--- config.mk ---
export PLATFORM = sky130hd
export DESIGN_NAME = strand_pause_unit
export DESIGN_NICKNAME = d
export VERILOG_FILES = /design/src/rtl/strand_pause_pkg.sv /design/src/rtl/pause_prescaler.sv /design/src/rtl/pause_counter.sv /design/src/rtl/strand_pause_unit.sv
export SDC_FILE = /design/constraint.sdc
export NUM_CORES = 1
export LEC_CHECK = 0
export ABC_AREA = 0
export ABC_CLOCK_PERIOD_IN_PS = 9000
export BUFFER_PORTS_ARGS = -buffer_cell sky130_fd_sc_hd__buf_4
export CORE_MARGIN = 5
export CORE_UTILIZATION = 62
export DETAILED_ROUTE_END_ITERATION = 16
export PLACE_DENSITY = 0.94
export SLEW_MARGIN = 25
export SYNTH_ARGS = -nofsm -noshare
export SYNTH_HDL_FRONTEND = slang
export SYNTH_SLANG_ARGS = --single-unit
--- constraint.sdc ---
create_clock -name clk -period 9 [get_ports clk]
set_input_delay 0.9 -clock clk [delete_from_list [all_inputs] [get_ports clk]]
set_output_delay 0.9 -clock clk [all_outputs]
set_load 0.01 [all_outputs]
--- src/rtl/strand_pause_pkg.sv ---
package strand_pause_pkg;
  parameter int unsigned DEF_DATA_W = 64;
  parameter int unsigned DEF_SHIFT  = 3;

  // number of clock cycles covered by one counter step
  function automatic int unsigned step_cycles(input int unsigned shift);
    return 32'd1 << shift;
  endfunction
endpackage

--- src/rtl/pause_prescaler.sv ---
module pause_prescaler #(
  parameter int unsigned SHIFT = 3
) (
  input  logic clk,
  input  logic rst,
  input  logic restart,
  input  logic run,
  output logic tick
);
  localparam logic [SHIFT-1:0] LAST_PHASE = '1;

  logic [SHIFT-1:0] phase_q;

  always_ff @(posedge clk) begin
    if (rst || restart || !run) begin
      phase_q <= '0;
    end else begin
      phase_q <= phase_q + 1'b1;
    end
  end

  assign tick = run && !restart && (phase_q == LAST_PHASE);
endmodule

--- src/rtl/pause_counter.sv ---
module pause_counter #(
  parameter int unsigned CNT_W = 61
) (
  input  logic             clk,
  input  logic             rst,
  input  logic             load,
  input  logic [CNT_W-1:0] load_val,
  input  logic             step,
  input  logic             abort,
  output logic [CNT_W-1:0] count,
  output logic             is_zero,
  output logic             is_one
);
  logic [CNT_W-1:0] count_q;

  always_ff @(posedge clk) begin
    if (rst) begin
      count_q <= '0;
    end else if (load) begin
      count_q <= load_val;
    end else if (abort) begin
      count_q <= '0;
    end else if (step && (count_q != '0)) begin
      count_q <= count_q - 1'b1;
    end
  end

  assign count   = count_q;
  assign is_zero = (count_q == '0);
  assign is_one  = (count_q == CNT_W'(1));
endmodule

--- src/rtl/strand_pause_unit.sv ---
module strand_pause_unit #(
  parameter int unsigned DATA_W = strand_pause_pkg::DEF_DATA_W,
  parameter int unsigned SHIFT  = strand_pause_pkg::DEF_SHIFT
) (
  input  logic              clk,
  input  logic              rst,
  input  logic              pause_wr,
  input  logic [DATA_W-1:0] pause_val,
  input  logic              trap_in,
  output logic              stall_o,
  output logic              done_o
);
  localparam int unsigned CNT_W = DATA_W - SHIFT;

  logic             stall_q;
  logic             done_q;
  logic             tick;
  logic             cnt_zero;
  logic             cnt_one;
  logic             finish;
  logic [CNT_W-1:0] cnt_val;

  // a stall ends on a trap, on the minimum one-cycle case, or on the last step
  assign finish = stall_q && !pause_wr &&
                  (trap_in || cnt_zero || (cnt_one && tick));

  pause_prescaler #(.SHIFT(SHIFT)) u_presc (
    .clk     (clk),
    .rst     (rst),
    .restart (pause_wr),
    .run     (stall_q),
    .tick    (tick)
  );

  pause_counter #(.CNT_W(CNT_W)) u_cnt (
    .clk      (clk),
    .rst      (rst),
    .load     (pause_wr),
    .load_val (pause_val[DATA_W-1:SHIFT]),
    .step     (tick),
    .abort    (finish),
    .count    (cnt_val),
    .is_zero  (cnt_zero),
    .is_one   (cnt_one)
  );

  always_ff @(posedge clk) begin
    if (rst) begin
      stall_q <= 1'b0;
      done_q  <= 1'b0;
    end else begin
      done_q <= finish;
      if (pause_wr) begin
        stall_q <= 1'b1;
      end else if (finish) begin
        stall_q <= 1'b0;
      end
    end
  end

  assign stall_o = stall_q;
  assign done_o  = done_q;
endmodule

==> results of run 1 <==
## registers in the layout, summed over array words and instances, names as in the netlist
register and cells:
u_cnt.count 61, done_o 1, stall_o 1, u_presc.phase_q 3
## routing by layer
layer,part of all wire,global-route usage
met3,0.10,0.0845
met1,0.38,0.364
met5,0,0
met4,0.036,0.151
met2,0.48,0.502
## where the power goes
group / switching (mW) / internal [mW] / total, mW / leakage [nW]
Sequential: 0.0216 / 0.308 / 0.330 / 0.539
Combinational: 0.135 / 0.0939 / 0.229 / 1.37
Clock: 0.121 / 0.178 / 0.299 / 0.119
Total: 0.277 / 0.580 / 0.858 / 2.03
## cells in the final DEF (no fill, tap or decap), drive strengths merged, types with 4 or more instances in the layout
cell and instances:
buf 68, or2 4, nor3 48, ha 4, a211oi 29, inv 8, nor4 15, dfxtp 66
or4 21, nand2b 5, o21ai 17, a21o 17, clkbuf 12, and2 4, nand3 10, a21oi 77
a22o 5, o31ai 10, a31o 5, a41oi 5, nor2 34, or3 16, xnor2 4, a31oi 15
o41ai 4, nand4 4, nand2 81
## final timing paths
path / start / to / slack [ps] / cells past startpoint
setup / recovery: u_cnt.count[5] / u_cnt.count[9] / 4950 / 7
hold / removal: u_presc.phase_q[0] / u_presc.phase_q[0] / 420 / 1
setup reg to reg: u_cnt.count[5] / u_cnt.count[9] / 4950 / 7
hold reg to reg: u_presc.phase_q[0] / u_presc.phase_q[0] / 420 / 1
## worst max-delay path: stages, from the launching register on
cell	delay (ps)
dfxtp_1	360
or4_1	720
or3_4	450
or4_4	550
o21a_1	600
nand2_4	730
a21oi_1	170
a211oi_1	330
## area by class of cell
type / instances / area [µm²] / share of cell area
Clock inverter: 4 / 72.6 / 0.0145
Multi-Input combinational cell: 469 / 2800 / 0.558
Sequential cell: 66 / 1320 / 0.263
Timing Repair Buffer: 68 / 510 / 0.102
Tap cell: 96 / 120 / 0.0239
Clock buffer: 12 / 165 / 0.0329
Inverter: 8 / 30.0 / 0.00599
## cells by family after synthesis
logic type / count (synthesis) / synth area share
adder cells (fa/ha/maj): 4 / 0.0116
flip-flops: 66 / 0.307
AND/OR/NAND/NOR: 255 / 0.307
XOR/XNOR: 7 / 0.0142
AO/OA/AOI/OAI: 202 / 0.312
buffers and inverters: 46 / 0.0465
multiplexers: 1 / 0.00232
==> impl_metrics.py, run 1 <==
metrics = {
    "setup_path": {
        "end_kind": "flip-flop",
        "cp_max_fo": 57,
        "critPathKind": "flip-flop to flip-flop",
        "cp.required_ps": 9250,
        "cp-start-kind": "flip-flop",
        "cp_data_arrival_time_ps": 4300,
    },
    "timing": {
        "setup_viol": 0,
        "fin_ws_ps": 4950,
        "hold_viol": 0,
        "finalClockSkew_ps": 9.44,
        "min_period_ps": 4050,
        "period_share": 0.450,
        "fin_setup_tns_ps": 0,
        "timing.fmax_ghz": 0.247,
        "whs_ps": 424,
        "tightestPinTransition_ps": 1080,
        "slew_headroom": 0.282,
        "slew_viol_final": 0,
        "rsz0062_at_grt": "false",
    },
    "final_layout": {
        "nFillCells": 542,
        "drive_above_1_share": 0.174,
        "n_antenna_cell": 0,
        "syn_to_final_growth_pct": 16.5,
        "stdcell_area_um2": 5020,
        "nets": 694,
        "final_cell_count_no_fill": 723,
        "final_core_util": 0.738,
    },
    "placed_design": {
        "place_inst": 707,
        "gp_congestion": 0.919,
        "post-place-ws_ps": 4800,
        "dp_hpwl_mm": 8.63,
        "numPortBuffers": 66,
        "placed_cell_area_um2": 4780,
    },
    "routing": {
        "routed_wl_mm": 13.3,
        "dr.pass1.iters": 5,
        "wire_per_inst_um": 18.4,
        "vias": 4951,
        "ant_nets": 0,
        "drc": 0,
        "avgViaCountPerCell": 6.85,
        "drt_iter0_drc": 584,
    },
    "synthesis": {
        "synth_area_um2": 4310,
        "post_synth.cell_area_avg_um2": 7.41,
        "synth_fp_nets": 653,
        "yosys_warnings": 0,
        "ys_types": 58,
        "synth_area_leaders": "dfxtp_1 (31%), a21oi_1 (9.0%), nand2_1 (7.0%)",
        "syn_inst": 581,
        "async_reset_ff_frac": 0,
        "synthFlopType": "dfxtp_1",
        "synth_edf_count": 0,
        "yosys_register_bits": 66,
        "ys_seq_area_frac": 0.307,
        "yosysMostFrequentCell": "nand2_1",
        "synth_common_cells": "nand2_1 (80), a21oi_1 (77), dfxtp_1 (66), nor3_1 (47), nor2_1 (33)",
        "netlist.top_cell.by_area": "dfxtp_1",
        "synth_top_area_share": 0.307,
    },
    "global_route": {
        "grt.total_usage": 0.305,
        "grt_max_degree": 99,
        "grt_pass1_vias": 4675,
        "grt_first_pass_wirelength_mm": 21.6,
        "grt-ovfl-total": 0,
        "antenna_found_initial": 0,
    },
    "power_and_ir_drop": {
        "powerDensity_nw_per_um2": 171,
        "peakVddDrop_mv": 0.0995,
        "total_power_uw": 858,
        "leakagePower_nw": 2.03,
    },
    "clock_network": {
        "cts_sinks": 66,
        "cts_tree": "built",
        "h-tree-depth": 3,
        "ctsHoldBuffers": 0,
        "cts_setup_buffers": 0,
        "cts-root-buf": "clkbuf_8",
        "cts_buffer_depth": 2,
        "path_clk_slew_ps": 70,
        "numCtsBuffers": 9,
        "worstSkewPairLatency_ps": 360,
        "ctsResizeCount": 0,
    },
    "floorplan": {
        "die-area_um2": 8710,
        "initial_core_util": 0.634,
        "die_w_um": 93.3,
        "core-area_um2": 6790,
        "placementRows": 30,
        "die_h_um": 93.3,
        "ios": 70,
    },
    "run_status": {
        "status": "completed",
    },
    "job": {
        "maxCapViolations": 0,
    },
    "hold_path": {
        "hold_path_class": "flip-flop to flip-flop",
    },
}
Note: power is estimated with default switching activity, not from simulation.
==> run 2: changes to the inputs <==
Settings changed: ABC_CLOCK_PERIOD_IN_PS 9000 to 3300, CORE_UTILIZATION 62 to 52, PLACE_DENSITY 0.94 to 0.85.
Clock period 9 ns to 3.3 ns, I/O delays scaled along.
==> run 2 against run 1 <==
- total power rose to 2.7 times the previous value
- final cell count grew 3.3%
- sequential share of layout area decreased by 0.62 points
==> impl_metrics.py, run 2 (synthesis results as in run 1) <==
metrics = {
    "timing": {
        "timing.fmax_ghz": 0.319,
        "finalClockSkew_ps": 10.8,
        "hold_viol": 0,
        "fin_setup_tns_ps": 0,
        "period_share": 0.949,
        "rsz0062_at_grt": "false",
        "min_period_ps": 3130,
        "tightestPinTransition_ps": 783,
        "whs_ps": 249,
        "slew_viol_final": 0,
        "slew_headroom": 0.478,
        "setup_viol": 0,
        "fin_ws_ps": 168,
    },
    "power_and_ir_drop": {
        "peakVddDrop_mv": 0.319,
        "powerDensity_nw_per_um2": 452,
        "total_power_mw": 2.32,
        "leakagePower_nw": 2.10,
    },
    "run_status": {
        "status": "completed",
    },
    "final_layout": {
        "final_cell_count_no_fill": 747,
        "nets": 709,
        "syn_to_final_growth_pct": 19.4,
        "final_core_util": 0.632,
        "largest_reg_flops": 61,
        "mostFrequentLayoutCell": "buf_4",
        "stdcell_area_um2": 5140,
        "final_cell_mix": "buf_4 (82), nand2_1 (80), a21oi_1 (77)",
        "regArea_um2": 1320,
        "multi_input_area_um2": 2800,
        "drive_above_1_share": 0.195,
        "n_antenna_cell": 0,
        "nFillCells": 715,
    },
    "placed_design": {
        "gp_congestion": 0.930,
        "post-place-ws_ps": 169,
        "place_inst": 729,
        "dp_hpwl_mm": 9.44,
        "numPortBuffers": 66,
        "placed_cell_area_um2": 4900,
    },
    "clock_network": {
        "worstSkewPairLatency_ps": 360,
        "cts-root-buf": "clkbuf_8",
        "cts_sinks": 66,
        "ctsHoldBuffers": 0,
        "h-tree-depth": 3,
        "cts_buffer_depth": 2,
        "cts_tree": "built",
        "numCtsBuffers": 9,
        "path_clk_slew_ps": 80,
    },
    "setup_path": {
        "crit_slowest_cell": "or4_1",
        "cpMostUsedCell": "or4_1",
        "critPathBufInv": 1,
        "cp.required_ps": 3550,
        "cp_max_fo": 38,
        "crit_path_cell_trace": "or4_1 > or4b_4 > or4_1 > o21a_1 > nand2_2 > buf_12 > a21oi_1 > a2111oi_2",
        "cpLargestDelayFamily": "simple AND/OR/NAND/NOR gates",
        "cp_data_arrival_time_ps": 3380,
        "critPathKind": "flip-flop to flip-flop",
        "cp-start-kind": "flip-flop",
        "cpPeakStageDelay_ps": 580,
        "end_kind": "flip-flop",
    },
    "routing": {
        "ant_nets": 0,
        "avgViaCountPerCell": 6.63,
        "dr.pass1.iters": 5,
        "wire_per_inst_um": 18.3,
        "routed_wl_mm": 13.7,
        "drt_iter0_drc": 340,
        "vias": 4952,
        "drc": 0,
    },
    "global_route": {
        "antenna_found_initial": 0,
        "grt_pass1_vias": 4738,
        "grt-ovfl-total": 0,
        "grt.total_usage": 0.266,
        "grt_first_pass_wirelength_mm": 22.3,
        "grt_max_degree": 68,
    },
    "floorplan": {
        "ios": 70,
        "die-area_um2": 10200,
        "initial_core_util": 0.529,
        "placementRows": 33,
        "die_w_um": 101,
        "core-area_um2": 8130,
        "die_h_um": 101,
    },
    "hold_path": {
        "hold_path_class": "input port to flip-flop",
    },
    "job": {
        "maxCapViolations": 0,
    },
}
-- run 2: where the power goes --
| part | internal [mW] | switching (mW) |
|---|---|---|
| combinational | 0.275 | 0.374 |
| clock | 0.444 | 0.330 |
| sequential | 0.841 | 0.0591 |
| total | 1.56 | 0.762 |
-- run 2: worst paths after layout --
path                                         start                  to  slack [ps]  cells after the start
worst max-delay path               u_cnt.count[52]     u_cnt.count[17]         170                      8
worst min-delay path                 pause_val[49]     u_cnt.count[46]         250                      3
worst max register to register     u_cnt.count[52]     u_cnt.count[17]         170                      8
worst min register to register  u_presc.phase_q[0]  u_presc.phase_q[0]         450                      1
-- run 2: final cells by class --
cell class / count / area share
Multi-Input combinational cell: 469 / 0.545
Clock buffer: 11 / 0.0275
Clock inverter: 5 / 0.0151
Tap cell: 105 / 0.0256
Sequential cell: 66 / 0.257
Timing Repair Buffer: 83 / 0.124
Inverter: 8 / 0.00584
-- run 2: routing by layer --
layer / up-vias / routed length [µm] / part of all wire / track usage
li1: 2325 / - / - / -
met1: 2315 / 5400 / 0.40 / 0.329
met2: 270 / 6640 / 0.49 / 0.449
met3: 42 / 1220 / 0.089 / 0.0533
met4: 0 / 405 / 0.030 / 0.111
met5: - / 0 / 0 / 0
-- run 2: what timing repair did --
item | 4_1_cts | 5_1_grt
endpoints found under the setup margin | 0 | 4
gates resized for setup | 0 | 2
setup buffers | 0 | 2
-- run 2: worst reg2reg max path: stages (launching register included) --
cell       delay [ps]
dfxtp_1           360
or4_1             580
or4b_4            530
or4_1             560
o21a_1            230
nand2_2           100
buf_12            210
a21oi_1           140
a2111oi_2         330
==> run 3: changes to the inputs <==
Settings changed: CORE_MARGIN 5 to 2.
==> run 3 against run 2 <==
- die area down 12%
- critical path type unchanged
- worst setup slack worse by 27 ps
- non-clock buffer count down 2
- largest power group unchanged
- global-route usage up 4.0 points
- final cell count down 0.27%
- critical path depth up 3
- first-iteration DRC count up 69%
- highest routed layer unchanged
- sequential share of layout area up 0.16 points
==> impl_metrics.py, run 3 (synthesis results as in run 1) <==
metrics = {
    "routing": {
        "dr.pass1.iters": 6,
        "drt_iter0_drc": 575,
        "vias": 5049,
        "ant_nets": 0,
        "avgViaCountPerCell": 6.78,
        "drc": 0,
        "wire_per_inst_um": 18.4,
        "routed_wl_mm": 13.7,
    },
    "placed_design": {
        "dp_hpwl_mm": 9.19,
        "post-place-ws_ps": 218,
        "numPortBuffers": 66,
        "gp_congestion": 0.937,
    },
    "hold_path": {
        "hold-path-cell-count": 3,
        "min_to": "u_cnt.count[60]",
        "min_from": "pause_val[63]",
        "hold_path_class": "input port to flip-flop",
    },
    "final_layout": {
        "nets": 707,
        "nFillCells": 696,
        "syn_to_final_growth_pct": 18.6,
        "n_antenna_cell": 0,
        "largest_reg_flops": 61,
        "final_core_util": 0.628,
        "drive_above_1_share": 0.191,
        "final_cell_mix": "nand2_1 (80), buf_4 (80), a21oi_1 (77)",
    },
    "power_and_ir_drop": {
        "peakVddDrop_mv": 0.240,
        "powerDensity_nw_per_um2": 444,
        "swShare": 0.335,
        "p_comb_frac": 0.288,
        "leakagePower_nw": 2.08,
        "pwr-share-clk": 0.315,
        "p_int_mw": 1.51,
        "seqPwrFrac": 0.397,
        "switchingPower_uw": 760,
    },
    "clock_network": {
        "cts_sinks": 66,
        "path_clk_slew_ps": 70,
        "numCtsBuffers": 9,
        "cts_buffer_depth": 2,
        "cts-root-buf": "clkbuf_8",
        "cts_setup_buffers": 0,
        "cts_tree": "built",
        "h-tree-depth": 3,
        "worstSkewPairLatency_ps": 360,
    },
    "timing": {
        "finalClockSkew_ps": 8.46,
        "hold_viol": 0,
        "setup_viol": 0,
        "fin_ws_ps": 141,
        "whs_ps": 246,
        "tightestPinTransition_ps": 793,
        "min_period_ps": 3160,
        "slew_headroom": 0.471,
        "slew_viol_final": 0,
        "period_share": 0.957,
        "timing.fmax_ghz": 0.317,
    },
    "setup_path": {
        "cp-start-kind": "flip-flop",
        "cpPeakStageDelay_ps": 500,
        "r2r_end": "u_cnt.count[17]",
        "cp_data_arrival_time_ps": 3370,
        "critPathKind": "flip-flop to flip-flop",
        "end_kind": "flip-flop",
        "critPathBufInv": 3,
        "crit_path_cell_trace": "inv_1 > ha_1 > or4b_1 > buf_4 > nor2_1 > nand4_1 > o21ai_2 > nand2_2 > buf_12 > a21oi_1 > a2111oi_2",
        "cp_max_fo": 38,
        "cp.required_ps": 3510,
        "r2r_slack_ps": 140,
        "cpLargestDelayFamily": "simple AND/OR/NAND/NOR gates",
        "timing.rr.start": "u_cnt.count[0]",
        "r2r_cells": 11,
        "crit_slowest_cell": "or4b_1",
    },
    "global_route": {
        "grt-ovfl-total": 0,
        "grt.total_usage": 0.306,
        "grt_pass1_vias": 4733,
        "grt_max_degree": 82,
        "antenna_found_initial": 0,
        "grt_first_pass_wirelength_mm": 21.9,
    },
    "floorplan": {
        "die-area_um2": 9020,
        "die_w_um": 95.0,
        "ios": 70,
        "core-area_um2": 8130,
        "die_h_um": 95.0,
        "initial_core_util": 0.529,
        "placementRows": 33,
    },
    "run_status": {
        "status": "completed",
    },
    "job": {
        "maxCapViolations": 0,
    },
}
## run 3: cell types whose count changed in the layout (fill, tap and decap cells not counted)
| cell | before | now |
|---|---|---|
| buf_4 | 82 | 80 |
| clkbuf_1 | 1 | 3 |
| bufinv_16 | 2 | 1 |
| clkbuf_8 | 10 | 11 |
| clkinv_2 | 2 | 1 |
| clkinvlp_4 | 1 | 0 |
| o21ai_1 | 3 | 2 |
| o21ai_2 | 1 | 2 |
| or3_1 | 15 | 14 |
| or3_4 | 1 | 2 |
| or4b_1 | 1 | 2 |
| or4b_4 | 1 | 0 |
## run 3: worst min-delay path: stages
cell and delay (ps):
buf_4 100, nand2_1 60, a21oi_1 60
## run 3: area by class of cell
class / count / area, µm² / share of cell area
Multi-Input combinational cell: 469 / 2810 / 0.549
Clock inverter: 2 / 35.0 / 0.00686
Tap cell: 105 / 131 / 0.0257
Clock buffer: 14 / 163 / 0.0318
Sequential cell: 66 / 1320 / 0.259
Timing Repair Buffer: 81 / 621 / 0.122
Inverter: 8 / 30.0 / 0.00588
## run 3: worst max-delay path by stage
stage	depth (start not counted)	slack [ps]	endpoint	start
2_1_floorplan	8	460	u_cnt.count[50]	u_cnt.count[5]
3_3_place_gp	8	280	u_cnt.count[27]	u_cnt.count[52]
3_5_place_dp	8	220	u_cnt.count[17]	u_cnt.count[52]
4_1_cts	8	190	u_cnt.count[17]	u_cnt.count[52]
5_1_grt	9	-10	u_cnt.count[60]	u_cnt.count[0]
6_report	11	140	u_cnt.count[17]	u_cnt.count[0]
## run 3: metrics by stage
stage | setup TNS, ps | cells | total power, mW | cell area (µm²)
CTS | 0 | 745 | 2.25 | 5090
global route | -14.2 | 745 | 2.37 | 5110
floorplan | 0 | 581 | 1.34 | 4310
finish | 0 | 745 | 2.27 | 5110
detailed placement | 0 | 729 | 1.55 | 4900
global placement | 0 | 729 | 1.52 | 4900
## run 3: power by group through the flow
| stage | combinational [mW] | clock [mW] | sequential [mW] |
|---|---|---|---|
| after floorplan | 0.447 | 0 | 0.897 |
| after global placement | 0.608 | 0 | 0.910 |
| after detailed placement | 0.632 | 0 | 0.914 |
| after CTS | 0.639 | 0.718 | 0.896 |
| after global routing | 0.714 | 0.750 | 0.905 |
| final | 0.654 | 0.713 | 0.899 |
## run 3: routing by layer
metal  routed length, µm  share of wire  track usage
met5                   0              0            0
met4                 482          0.035        0.164
met3                1230          0.090       0.0439
met2                6680           0.49        0.516
met1                5310           0.39        0.374
## run 3: repair_timing
item,in CTS,in global routing
hold buffers,0,0
resized for setup,0,3
endpoints found under the setup margin,0,2
